==> config.mk <==
export PLATFORM = sky130hd
export DESIGN_NAME = rstCascade
export DESIGN_NICKNAME = d
export VERILOG_FILES = /design/src/rtl/rstCascadePkg.sv /design/src/rtl/rstDatapath.sv /design/src/rtl/rstControl.sv /design/src/rtl/rstCascade.sv
export SDC_FILE = /design/constraint.sdc
export NUM_CORES = 1
export LEC_CHECK = 0
export BUFFER_PORTS_ARGS = -buffer_cell sky130_fd_sc_hd__buf_4
export CAP_MARGIN = 25
export CORE_AREA = 2 2 70 72
export CTS_CLUSTER_SIZE = 28
export DETAILED_ROUTE_END_ITERATION = 10
export DIE_AREA = 0 0 72 74
export PLACE_DENSITY = 0.78
export SLEW_MARGIN = 10
export SYNTH_ARGS = -nofsm -noshare
export SYNTH_HDL_FRONTEND = slang
export SYNTH_SLANG_ARGS = --single-unit
==> constraint.sdc <==
create_clock -name clk -period 6.8 [get_ports clk]
set_clock_uncertainty 0.15 [all_clocks]
set_input_delay 1.02 -clock clk [delete_from_list [all_inputs] [get_ports clk]]
set_output_delay 1.02 -clock clk [all_outputs]
set_load 0.005 [all_outputs]
==> src/rtl/rstCascadePkg.sv <==
package rstCascadePkg;
  typedef enum logic [2:0] {
    LV_POR  = 3'd0,
    LV_BOR  = 3'd1,
    LV_BOOT = 3'd2,
    LV_SYS  = 3'd3,
    LV_CPU  = 3'd4,
    LV_RUN  = 3'd5
  } lvl_e;

  typedef enum logic [3:0] {
    SRC_NONE     = 4'd0,
    SRC_SUPPLY   = 4'd1,
    SRC_SW_POR   = 4'd2,
    SRC_PIN_LONG = 4'd3,
    SRC_BROWN    = 4'd4,
    SRC_SHUTDOWN = 4'd5,
    SRC_SW_BOOT  = 4'd6,
    SRC_CLK_FAIL = 4'd7,
    SRC_PIN_LOW  = 4'd8,
    SRC_BSL      = 4'd9,
    SRC_WDT      = 4'd10,
    SRC_SW_SYS   = 4'd11,
    SRC_DBG_SYS  = 4'd12,
    SRC_SW_CPU   = 4'd13,
    SRC_DBG_CPU  = 4'd14
  } src_e;

  // strobes from control to datapath
  typedef struct packed {
    logic holdClr;
    logic causeLoad;
  } ctlStb_t;
endpackage

==> src/rtl/rstDatapath.sv <==
module rstDatapath
  import rstCascadePkg::*;
#(
  parameter int HOLD_CYCLES = 4,
  parameter int DEB_CYCLES  = 4,
  parameter int SYNC_STAGES = 2,
  parameter int LONG_CYCLES = 1000
) (
  input  logic    clk,
  input  logic    supplyLow,
  input  logic    pinN,
  input  logic    brownFlag,
  input  logic    borAsReset,
  input  logic    shutdownExit,
  input  logic    swPorReq,
  input  logic    swBootReq,
  input  logic    swSysReq,
  input  logic    swCpuReq,
  input  logic    clkFail,
  input  logic    wdtExpire,
  input  logic    dbgSysReq,
  input  logic    dbgCpuReq,
  input  logic    bslEvent,
  input  logic    causeRead,
  input  ctlStb_t stb,
  output logic    reqAny,
  output lvl_e    reqLvl,
  output logic    holdDone,
  output lvl_e    causeLevel,
  output src_e    causeSrc
);
  localparam int HCW = $clog2(HOLD_CYCLES + 1);
  localparam int DCW = $clog2(DEB_CYCLES + 1);
  localparam int LCW = $clog2(LONG_CYCLES + 1);

  logic [SYNC_STAGES-1:0] syncQ;
  logic [DCW-1:0] debCnt;
  logic [LCW-1:0] lowCnt;
  logic [HCW-1:0] holdCnt;
  logic pinStable, pinPrev, pinRise, pinLongRel;
  src_e reqSrc;

  // synchronizer chain
  generate
    for (genvar s = 0; s < SYNC_STAGES; s++) begin : gSync
      always_ff @(posedge clk or posedge supplyLow) begin
        if (supplyLow) syncQ[s] <= 1'b1;
        else if (s == 0) syncQ[s] <= pinN;
        else syncQ[s] <= syncQ[(s == 0) ? 0 : s-1];
      end
    end
  endgenerate

  // debounce and low-time measurement
  always_ff @(posedge clk or posedge supplyLow) begin
    if (supplyLow) begin
      debCnt    <= '0;
      pinStable <= 1'b1;
      pinPrev   <= 1'b1;
      lowCnt    <= '0;
    end else begin
      pinPrev <= pinStable;
      if (syncQ[SYNC_STAGES-1] == pinStable) debCnt <= '0;
      else if (debCnt == DCW'(DEB_CYCLES - 1)) begin
        debCnt    <= '0;
        pinStable <= syncQ[SYNC_STAGES-1];
      end else debCnt <= debCnt + 1'b1;
      if (!pinStable) begin
        if (lowCnt != LCW'(LONG_CYCLES)) lowCnt <= lowCnt + 1'b1;
      end else if (pinPrev) lowCnt <= '0;
    end
  end

  assign pinRise    = pinStable & ~pinPrev;
  assign pinLongRel = pinRise && (lowCnt >= LCW'(LONG_CYCLES));

  // most severe pending trigger
  always_comb begin
    reqAny = 1'b1;
    reqLvl = LV_RUN;
    reqSrc = SRC_NONE;
    if (swPorReq)                     begin reqLvl = LV_POR;  reqSrc = SRC_SW_POR;   end
    else if (pinLongRel)              begin reqLvl = LV_POR;  reqSrc = SRC_PIN_LONG; end
    else if (brownFlag && borAsReset) begin reqLvl = LV_BOR;  reqSrc = SRC_BROWN;    end
    else if (shutdownExit)            begin reqLvl = LV_BOR;  reqSrc = SRC_SHUTDOWN; end
    else if (swBootReq)               begin reqLvl = LV_BOOT; reqSrc = SRC_SW_BOOT;  end
    else if (clkFail)                 begin reqLvl = LV_BOOT; reqSrc = SRC_CLK_FAIL; end
    else if (!pinStable)              begin reqLvl = LV_BOOT; reqSrc = SRC_PIN_LOW;  end
    else if (bslEvent)                begin reqLvl = LV_SYS;  reqSrc = SRC_BSL;      end
    else if (wdtExpire)               begin reqLvl = LV_SYS;  reqSrc = SRC_WDT;      end
    else if (swSysReq)                begin reqLvl = LV_SYS;  reqSrc = SRC_SW_SYS;   end
    else if (dbgSysReq)               begin reqLvl = LV_SYS;  reqSrc = SRC_DBG_SYS;  end
    else if (swCpuReq)                begin reqLvl = LV_CPU;  reqSrc = SRC_SW_CPU;   end
    else if (dbgCpuReq)               begin reqLvl = LV_CPU;  reqSrc = SRC_DBG_CPU;  end
    else reqAny = 1'b0;
  end

  // per-level minimum hold
  always_ff @(posedge clk or posedge supplyLow) begin
    if (supplyLow) holdCnt <= '0;
    else if (stb.holdClr) holdCnt <= '0;
    else if (!holdDone) holdCnt <= holdCnt + 1'b1;
  end
  assign holdDone = (holdCnt == HCW'(HOLD_CYCLES - 1));

  // cause record: keeps most severe since last read
  always_ff @(posedge clk or posedge supplyLow) begin
    if (supplyLow) begin
      causeLevel <= LV_POR;
      causeSrc   <= SRC_SUPPLY;
    end else if (stb.causeLoad &&
                 (causeRead || causeSrc == SRC_NONE || reqLvl < causeLevel)) begin
      causeLevel <= reqLvl;
      causeSrc   <= reqSrc;
    end else if (causeRead) begin
      causeLevel <= LV_RUN;
      causeSrc   <= SRC_NONE;
    end
  end
endmodule

==> src/rtl/rstControl.sv <==
module rstControl
  import rstCascadePkg::*;
(
  input  logic    clk,
  input  logic    supplyLow,
  input  logic    reqAny,
  input  lvl_e    reqLvl,
  input  logic    holdDone,
  input  logic    bootDone,
  output ctlStb_t stb,
  output lvl_e    curLvl
);
  logic jump, step;
  lvl_e nextLvl;

  always_comb begin
    jump = reqAny && (reqLvl <= curLvl);
    step = !jump && (curLvl != LV_RUN) && holdDone &&
           ((curLvl != LV_BOOT) || bootDone);
    if (jump) nextLvl = reqLvl;
    else if (step) nextLvl = lvl_e'(curLvl + 3'd1);
    else nextLvl = curLvl;
    stb.holdClr   = jump || step;
    stb.causeLoad = jump;
  end

  always_ff @(posedge clk or posedge supplyLow) begin
    if (supplyLow) curLvl <= LV_POR;
    else curLvl <= nextLvl;
  end
endmodule

==> src/rtl/rstCascade.sv <==
module rstCascade
  import rstCascadePkg::*;
#(
  parameter int HOLD_CYCLES = 4,
  parameter int DEB_CYCLES  = 4,
  parameter int CLK_HZ      = 32000000,
  parameter int LONG_MS     = 1000
) (
  input  logic       clk,
  input  logic       supplyLow,
  input  logic       brownFlag,
  input  logic       borAsReset,
  input  logic       shutdownExit,
  input  logic       swPorReq,
  input  logic       swBootReq,
  input  logic       swSysReq,
  input  logic       swCpuReq,
  input  logic       clkFail,
  input  logic       wdtExpire,
  input  logic       dbgSysReq,
  input  logic       dbgCpuReq,
  input  logic       bslEvent,
  input  logic       pinN,
  input  logic       bootDone,
  input  logic       causeRead,
  output logic       rstShutMem,
  output logic       rstPowerCore,
  output logic       rstRtc,
  output logic       rstBoot,
  output logic       rstPeriph,
  output logic       rstCpu,
  output logic       runMode,
  output logic       brownIrq,
  output logic [2:0] causeLevel,
  output logic [3:0] causeSrc
);
  localparam int LONG_CYCLES = CLK_HZ / 1000 * LONG_MS;

  ctlStb_t stb;
  logic reqAny, holdDone;
  lvl_e reqLvl, curLvl, causeLvlQ;
  src_e causeSrcQ;

  rstDatapath #(
    .HOLD_CYCLES(HOLD_CYCLES), .DEB_CYCLES(DEB_CYCLES),
    .SYNC_STAGES(2), .LONG_CYCLES(LONG_CYCLES)
  ) dp_i (
    .clk(clk), .supplyLow(supplyLow), .pinN(pinN), .brownFlag(brownFlag),
    .borAsReset(borAsReset), .shutdownExit(shutdownExit), .swPorReq(swPorReq),
    .swBootReq(swBootReq), .swSysReq(swSysReq), .swCpuReq(swCpuReq),
    .clkFail(clkFail), .wdtExpire(wdtExpire), .dbgSysReq(dbgSysReq),
    .dbgCpuReq(dbgCpuReq), .bslEvent(bslEvent), .causeRead(causeRead),
    .stb(stb), .reqAny(reqAny), .reqLvl(reqLvl), .holdDone(holdDone),
    .causeLevel(causeLvlQ), .causeSrc(causeSrcQ)
  );

  rstControl ctl_i (
    .clk(clk), .supplyLow(supplyLow), .reqAny(reqAny), .reqLvl(reqLvl),
    .holdDone(holdDone), .bootDone(bootDone), .stb(stb), .curLvl(curLvl)
  );

  // domain decode: a level resets its own domain and every lesser one
  assign rstShutMem   = supplyLow || (curLvl <= LV_POR);
  assign rstPowerCore = supplyLow || (curLvl <= LV_BOR);
  assign rstRtc       = supplyLow || (curLvl <= LV_BOOT);
  assign rstBoot      = supplyLow || (curLvl <= LV_BOOT);
  assign rstPeriph    = supplyLow || (curLvl <= LV_SYS);
  assign rstCpu       = supplyLow || (curLvl <= LV_CPU);
  assign runMode      = !supplyLow && (curLvl == LV_RUN);
  assign brownIrq     = brownFlag && !borAsReset;
  assign causeLevel   = causeLvlQ;
  assign causeSrc     = causeSrcQ;
endmodule

## Yosys cells after proc, flatten, opt, wreduce, memory -nomap -nowiden

Index checks and enable logic that the tools add are counted.

- Output and inout port bits: 15
- Input bits: 17
- Logic and storage cells: 113
- Flip-flop bits (word level): 45

- Reduce and logical (&&, ||, !) cells: 27
- Equal/unequal tests: 9
- $lt $le $gt $ge: 8
- Add/subtract/negate cells: 4
- Mux-type cells: 52
- Bitwise gates (word level): 3

Operators with widths:

| kind | number |
|---|---|
| 25-bit two-way mux | 3 |
| 3-bit two-way mux | 20 |
| 4-bit two-way mux | 15 |
| 25-bit by 1-bit adder with 25-bit output (second input constant) | 1 |
| 25-bit >= comparator (second input constant) | 1 |
| 25-bit != test (second input constant) | 1 |
| 1-bit two-way mux | 14 |
| 3-bit by 1-bit adder with 3-bit output (second input constant) | 3 |
| 1-bit logical AND | 9 |
| 1-bit logical OR | 9 |
| 3-bit by 2-bit == test with 1-bit output (second input constant) | 2 |
| 3-bit by 1-bit <= comparator with 1-bit output (second input constant) | 2 |
| 3-bit by 2-bit <= comparator with 1-bit output (second input constant) | 2 |
| 2-bit nonzero test | 3 |
| 4-bit logical NOT | 1 |
| 2-bit != test (second input constant) | 2 |
| 2-bit AND reduction | 2 |
| 3-bit == test (second input constant) | 1 |
| 3-bit <= comparator | 1 |
| 3-bit <= comparator (second input constant) | 1 |
| 1-bit logical NOT | 3 |
| 3-bit less-than comparator | 1 |
| 3-bit by 2-bit != test with 1-bit output (second input constant) | 1 |
| 3-bit != test (second input constant) | 1 |
| other kinds (3) | 4 |

## Logic depth before layout (Yosys ltp)

- Depth in word-level cells: 21
- Mapped depth: 13
- Gate-level depth less buffers: 12

## Hierarchy

From an unflattened synthesis, not the netlist that was laid out.

- Cell total of the unflattened synthesis: 292
- Area total of the unflattened synthesis: 2725.1 µm²

By module, submodules not included:

| module | area each (µm²) | times used | cells an instance |
|---|---|---|---|
| rstDatapath | 2333.5 | 1 | 248 |
| rstControl | 319.1 | 1 | 34 |
| rstCascade | 72.6 | 1 | 10 |

## Worst setup path before layout

OpenSTA, ideal clock, no wires.

- Path kind: input-to-output
- From: in supplyLow
- To: out rstRtc
- Slack: 2.854 ns
- Data arrival time: 2.776 ns
- Data required time: 5.630 ns
- Path buffers: 1
- Cell stages on the path: 4
- Path through: inv_1 > o21ai_0 > nand2b_1 > buf_4

- Word-level cells in the longest chain between the ends: 1

Ends and longest elaborated chain:

| item | line | source |
|---|---|---|
| start, declared | rstCascade.sv:10 | `input logic supplyLow,` |
| 1-bit logical OR | - |  |
| end, declared | rstCascade.sv:28 | `output logic rstRtc,` |

Every way passes these cells.

## Worst setup path after layout

- From: in bslEvent
- To: reg ctl_i.curLvl[2]

- Word-level cells in the longest chain between the ends: 15

Ends and longest elaborated chain:

| item | line | source |
|---|---|---|
| start, declared | rstCascade.sv:22 | `input logic bslEvent,` |
| 3-bit two-way mux | rstDatapath.sv:89 | `else if (bslEvent) begin reqLvl = LV_SYS; reqSrc = SRC_BSL; end` |
| 3-bit two-way mux | rstDatapath.sv:88 | `else if (!pinStable) begin reqLvl = LV_BOOT; reqSrc = SRC_PIN_LOW; end` |
| 3-bit two-way mux | rstDatapath.sv:87 | `else if (clkFail) begin reqLvl = LV_BOOT; reqSrc = SRC_CLK_FAIL; end` |
| 3-bit two-way mux | rstDatapath.sv:86 | `else if (swBootReq) begin reqLvl = LV_BOOT; reqSrc = SRC_SW_BOOT; end` |
| 3-bit two-way mux | rstDatapath.sv:85 | `else if (shutdownExit) begin reqLvl = LV_BOR; reqSrc = SRC_SHUTDOWN; end` |
| 3-bit two-way mux | rstDatapath.sv:84 | `else if (brownFlag && borAsReset) begin reqLvl = LV_BOR; reqSrc = SRC_BROWN; end` |
| 3-bit two-way mux | rstDatapath.sv:83 | `else if (pinLongRel) begin reqLvl = LV_POR; reqSrc = SRC_PIN_LONG; end` |
| 3-bit two-way mux | rstDatapath.sv:82 | `if (swPorReq) begin reqLvl = LV_POR; reqSrc = SRC_SW_POR; end` |
| 3-bit <= comparator | rstControl.sv:17 | `jump = reqAny && (reqLvl <= curLvl);` |
| 1-bit logical AND | rstControl.sv:17 |  |
| 1-bit logical NOT | rstControl.sv:18 | `step = !jump && (curLvl != LV_RUN) && holdDone &&` |
| 1-bit logical AND (3 in series) | rstControl.sv:18 |  |
| 2-bit nonzero test (no line) | - |  |
| end signal, assigned | rstControl.sv:29 | `else curLvl <= nextLvl;` |
| end, declared | rstControl.sv:11 | `output lvl_e curLvl` |

Parallel ways exist; a longest one is shown, timed or not.
A chain may end at the register's enable or synchronous reset.

==> impl_metrics.env <==
export IMPL_status="completed"
export IMPL_diodes=0
export IMPL_drive_gt1_share_pct=21.1
export IMPL_ir_drop_uv=242
export IMPL_overflow=0
export IMPL_synth_largest_area_cell="dfrtp_1"
export IMPL_synth_edf_count=0
export IMPL_synthMuxAreaShare_pct=2.06
export IMPL_synth_top_family_by_area="simple AND/OR/NAND/NOR gates"
export IMPL_cts_tree="yes"
export IMPL_synth_seq_cells=45
export IMPL_fin_crit_ns=3.60
export IMPL_ys_types=55
export IMPL_critPathSlowestCell="mux2_2"
export IMPL_dpl_hpwl_microns=3850
export IMPL_die_x_microns=72
export IMPL_drv_slew=0
export IMPL_core_sq_mm=0.00460
export IMPL_crit_chain="buf_4 -> nand2b_1 -> or3_1 -> nand2b_1 -> o211ai_1 -> inv_1 -> ha_1 -> nor2b_1 -> o21ai_0 -> a32oi_1 -> a41oi_4 -> mux2_2"
export IMPL_gp_congestion=0.961
export IMPL_hp_class="reg -> reg"
export IMPL_clk_pin_slew_ns=0.09
export IMPL_yosysMostFrequentCell="dfrtp_1"
export IMPL_synth_area_sq_mm=0.00267
export IMPL_htree_levels=2
export IMPL_maxCapViolations=0
export IMPL_holdPathEnd="dp_i.syncQ[1]"
export IMPL_r2r_slack_ns=3.43
export IMPL_max_slew_margin_pct=40.5
export IMPL_hold_viol_final=0
export IMPL_row_count=25
export IMPL_tightest_slew_ns=0.893
export IMPL_stdcell_count=357
export IMPL_vias=2042
export IMPL_hold_buffers=0
export IMPL_hold_path_depth=0
export IMPL_worstSetupStartpointType="input pin"
export IMPL_syn_inst=268
export IMPL_fillers=379
export IMPL_dieArea_sq_mm=0.00533
export IMPL_synth_compound_area_share_pct=14.6
export IMPL_leakagePower_uw=0.00136
export IMPL_yosys_top_cells_area="dfrtp_1 (38%), ha_1 (7.0%), nor2_1 (5.1%)"
export IMPL_synthAdderAreaFrac_pct=7.04
export IMPL_grtUsageTotal_pct=21.5
export IMPL_worst_slack_ns=3.20
export IMPL_syn_avg_cell_area_sq_um=9.95
export IMPL_hold_slack_ns=0.213
export IMPL_drt_wl_total_microns=5160
export IMPL_ant_nets=0
export IMPL_fp_dieH_microns=74
export IMPL_ctsRootBufferMaster="clkbuf_8"
export IMPL_synthTopCellsByCount="dfrtp_1 (40), nor2_1 (36), nand2_1 (19)"
export IMPL_ios=32
export IMPL_portBuffers=31
export IMPL_drc=0
export IMPL_synthesis_nets=300
export IMPL_grt_max_degree=48
export IMPL_dp_cells=349
export IMPL_finalCritPeriodShare_pct=53.0
export IMPL_first_pass_iters=4
export IMPL_initial_core_util_pct=58.0
export IMPL_synth_simple_gate_area_share_pct=22.6
export IMPL_cts_buffers=5
export IMPL_hold_start="dp_i.syncQ[0]"
export IMPL_place_ws_ns=2.89
export IMPL_clock_sinks=45
export IMPL_cts_setup_buffers=0
export IMPL_drt_iter0_drc=124
export IMPL_yosysSeqAreaShare_pct=42.4
export IMPL_async_reset_ff_share_pct=100
export IMPL_worstSetupStartpoint="bslEvent"
export IMPL_nets=334
export IMPL_cts_buffer_depth=2
export IMPL_pwr_density_cell_mw_per_mm2=305
export IMPL_end_kind="register"
export IMPL_fin_tns_setup_ns=0
export IMPL_vias_per_cell=5.72
export IMPL_r2r_end="ctl_i.curLvl[2]"
export IMPL_timing_fmax_ghz=0.278
export IMPL_grt_first_pass_wirelength_microns=8940
export IMPL_cp_required_ns=6.85
export IMPL_wl_per_cell_microns=14.4
export IMPL_critPathKind="in -> reg"
export IMPL_cts_resized=0
export IMPL_antenna_found_initial=0
export IMPL_r2r_start="dp_i.pinStable"
export IMPL_first_global_vias=1969
export IMPL_crit_top_cell="nand2b_1"
export IMPL_rsz0062_at_grt="no"
export IMPL_ys_warn_count=0
export IMPL_worstPathArrival_ns=3.65
export IMPL_max_stage_delay_ns=0.38
export IMPL_worstPathMaxFanout=10
export IMPL_ys_flop_type="dfrtp_1"
export IMPL_setup_viol=0
export IMPL_yosysTopAreaCellShare_pct=37.5
export IMPL_area_growth_pct=14.0
export IMPL_worstSkewPairLatency_ns=0.30
export IMPL_reg2reg_depth=11
export IMPL_synth_xor_area_share_pct=8.21
[where the power goes]
group          total (uW)  internal (uW)  switching, uW
clock                 169           73.0           96.2
combinational         368            171            198
sequential            389            330           59.4
[area by class of cell]
class	instances	area, sq um	share of cell area (%)
clock buffer	5	68.8	2.26
clock inverter	3	22.5	0.741
inverter	15	56.3	1.85
multi-input combinational	203	1450	47.8
sequential	45	1130	37.2
tap	54	67.6	2.22
timing repair buffer	32	240	7.90
[worst max-delay path by stage]
stage | to | slack [ns]
finish | ctl_i.curLvl[2] | 3.20
global route | ctl_i.curLvl[2] | 2.98
CTS | ctl_i.curLvl[2] | 3.19
detailed placement | ctl_i.curLvl[2] | 2.89
global placement | ctl_i.curLvl[2] | 2.99
floorplan | rstRtc | 2.85
[layout by cell type, fill, tap and decap left out, drive strengths merged, types with 3 or more instances in the layout]
master	count
dfrtp	40
o21ai	8
a21oi	11
and3	4
mux2	4
clkinv	4
buf	32
nor3	6
clkbuf	5
dfstp	5
xnor2	12
ha	15
or3	3
nand3	5
xor2	13
nor3b	3
nand4	7
o211ai	7
nand2b	5
and4	4
nor4	7
nor2b	4
nor2	36
nand2	20
inv	14
[critical path: cells and delay by family]
| kind | cells | cell delay (ns) |
|---|---|---|
| muxes | 1 | 0.38 |
| buffers and inverters | 2 | 0.22 |
| and+or+nand+nor | 4 | 0.80 |
| AOI/OAI and AO/OA | 4 | 0.93 |
| adders and majority gates | 1 | 0.30 |
[registers in the layout, summed over array words and instances (netlist names)]
signal           count
dp_i.pinStable       1
dp_i.lowCnt         25
dp_i.pinPrev         1
dp_i.causeSrc        4
dp_i.debCnt          3
dp_i.syncQ           2
dp_i.holdCnt         3
ctl_i.curLvl         3
dp_i.causeLevel      3
[logic make-up (layout without fill, tap and decap cells)]
group	count (synthesis)	after routing
fa+ha+maj	15	15
simple gates	111	111
compound gates	47	47
buf+inv	20	55
flops	45	45
xor+xnor	25	25
mux	5	5
[metrics by stage]
step | util (%) | power [uW] | instance area (sq um)
6_report | 66.1 | 927 | 3040
5_1_grt | 66.1 | 998 | 3040
4_1_cts | 66.1 | 936 | 3040
3_5_place_dp | 64.1 | 765 | 2950
3_3_place_gp | 64.1 | 752 | 2950
2_1_floorplan | - | 653 | 2670
[routing by layer]
| metal | global-route usage, % | up-vias | wire [microns] |
|---|---|---|---|
| li1 | - | 1023 | - |
| met1 | 28.9 | 972 | 2420 |
| met2 | 34.4 | 36 | 2450 |
| met3 | 4.61 | 11 | 179 |
| met4 | 8.60 | 0 | 104 |
| met5 | 0 | - | 0 |
(Power assumes the default switching activity.)
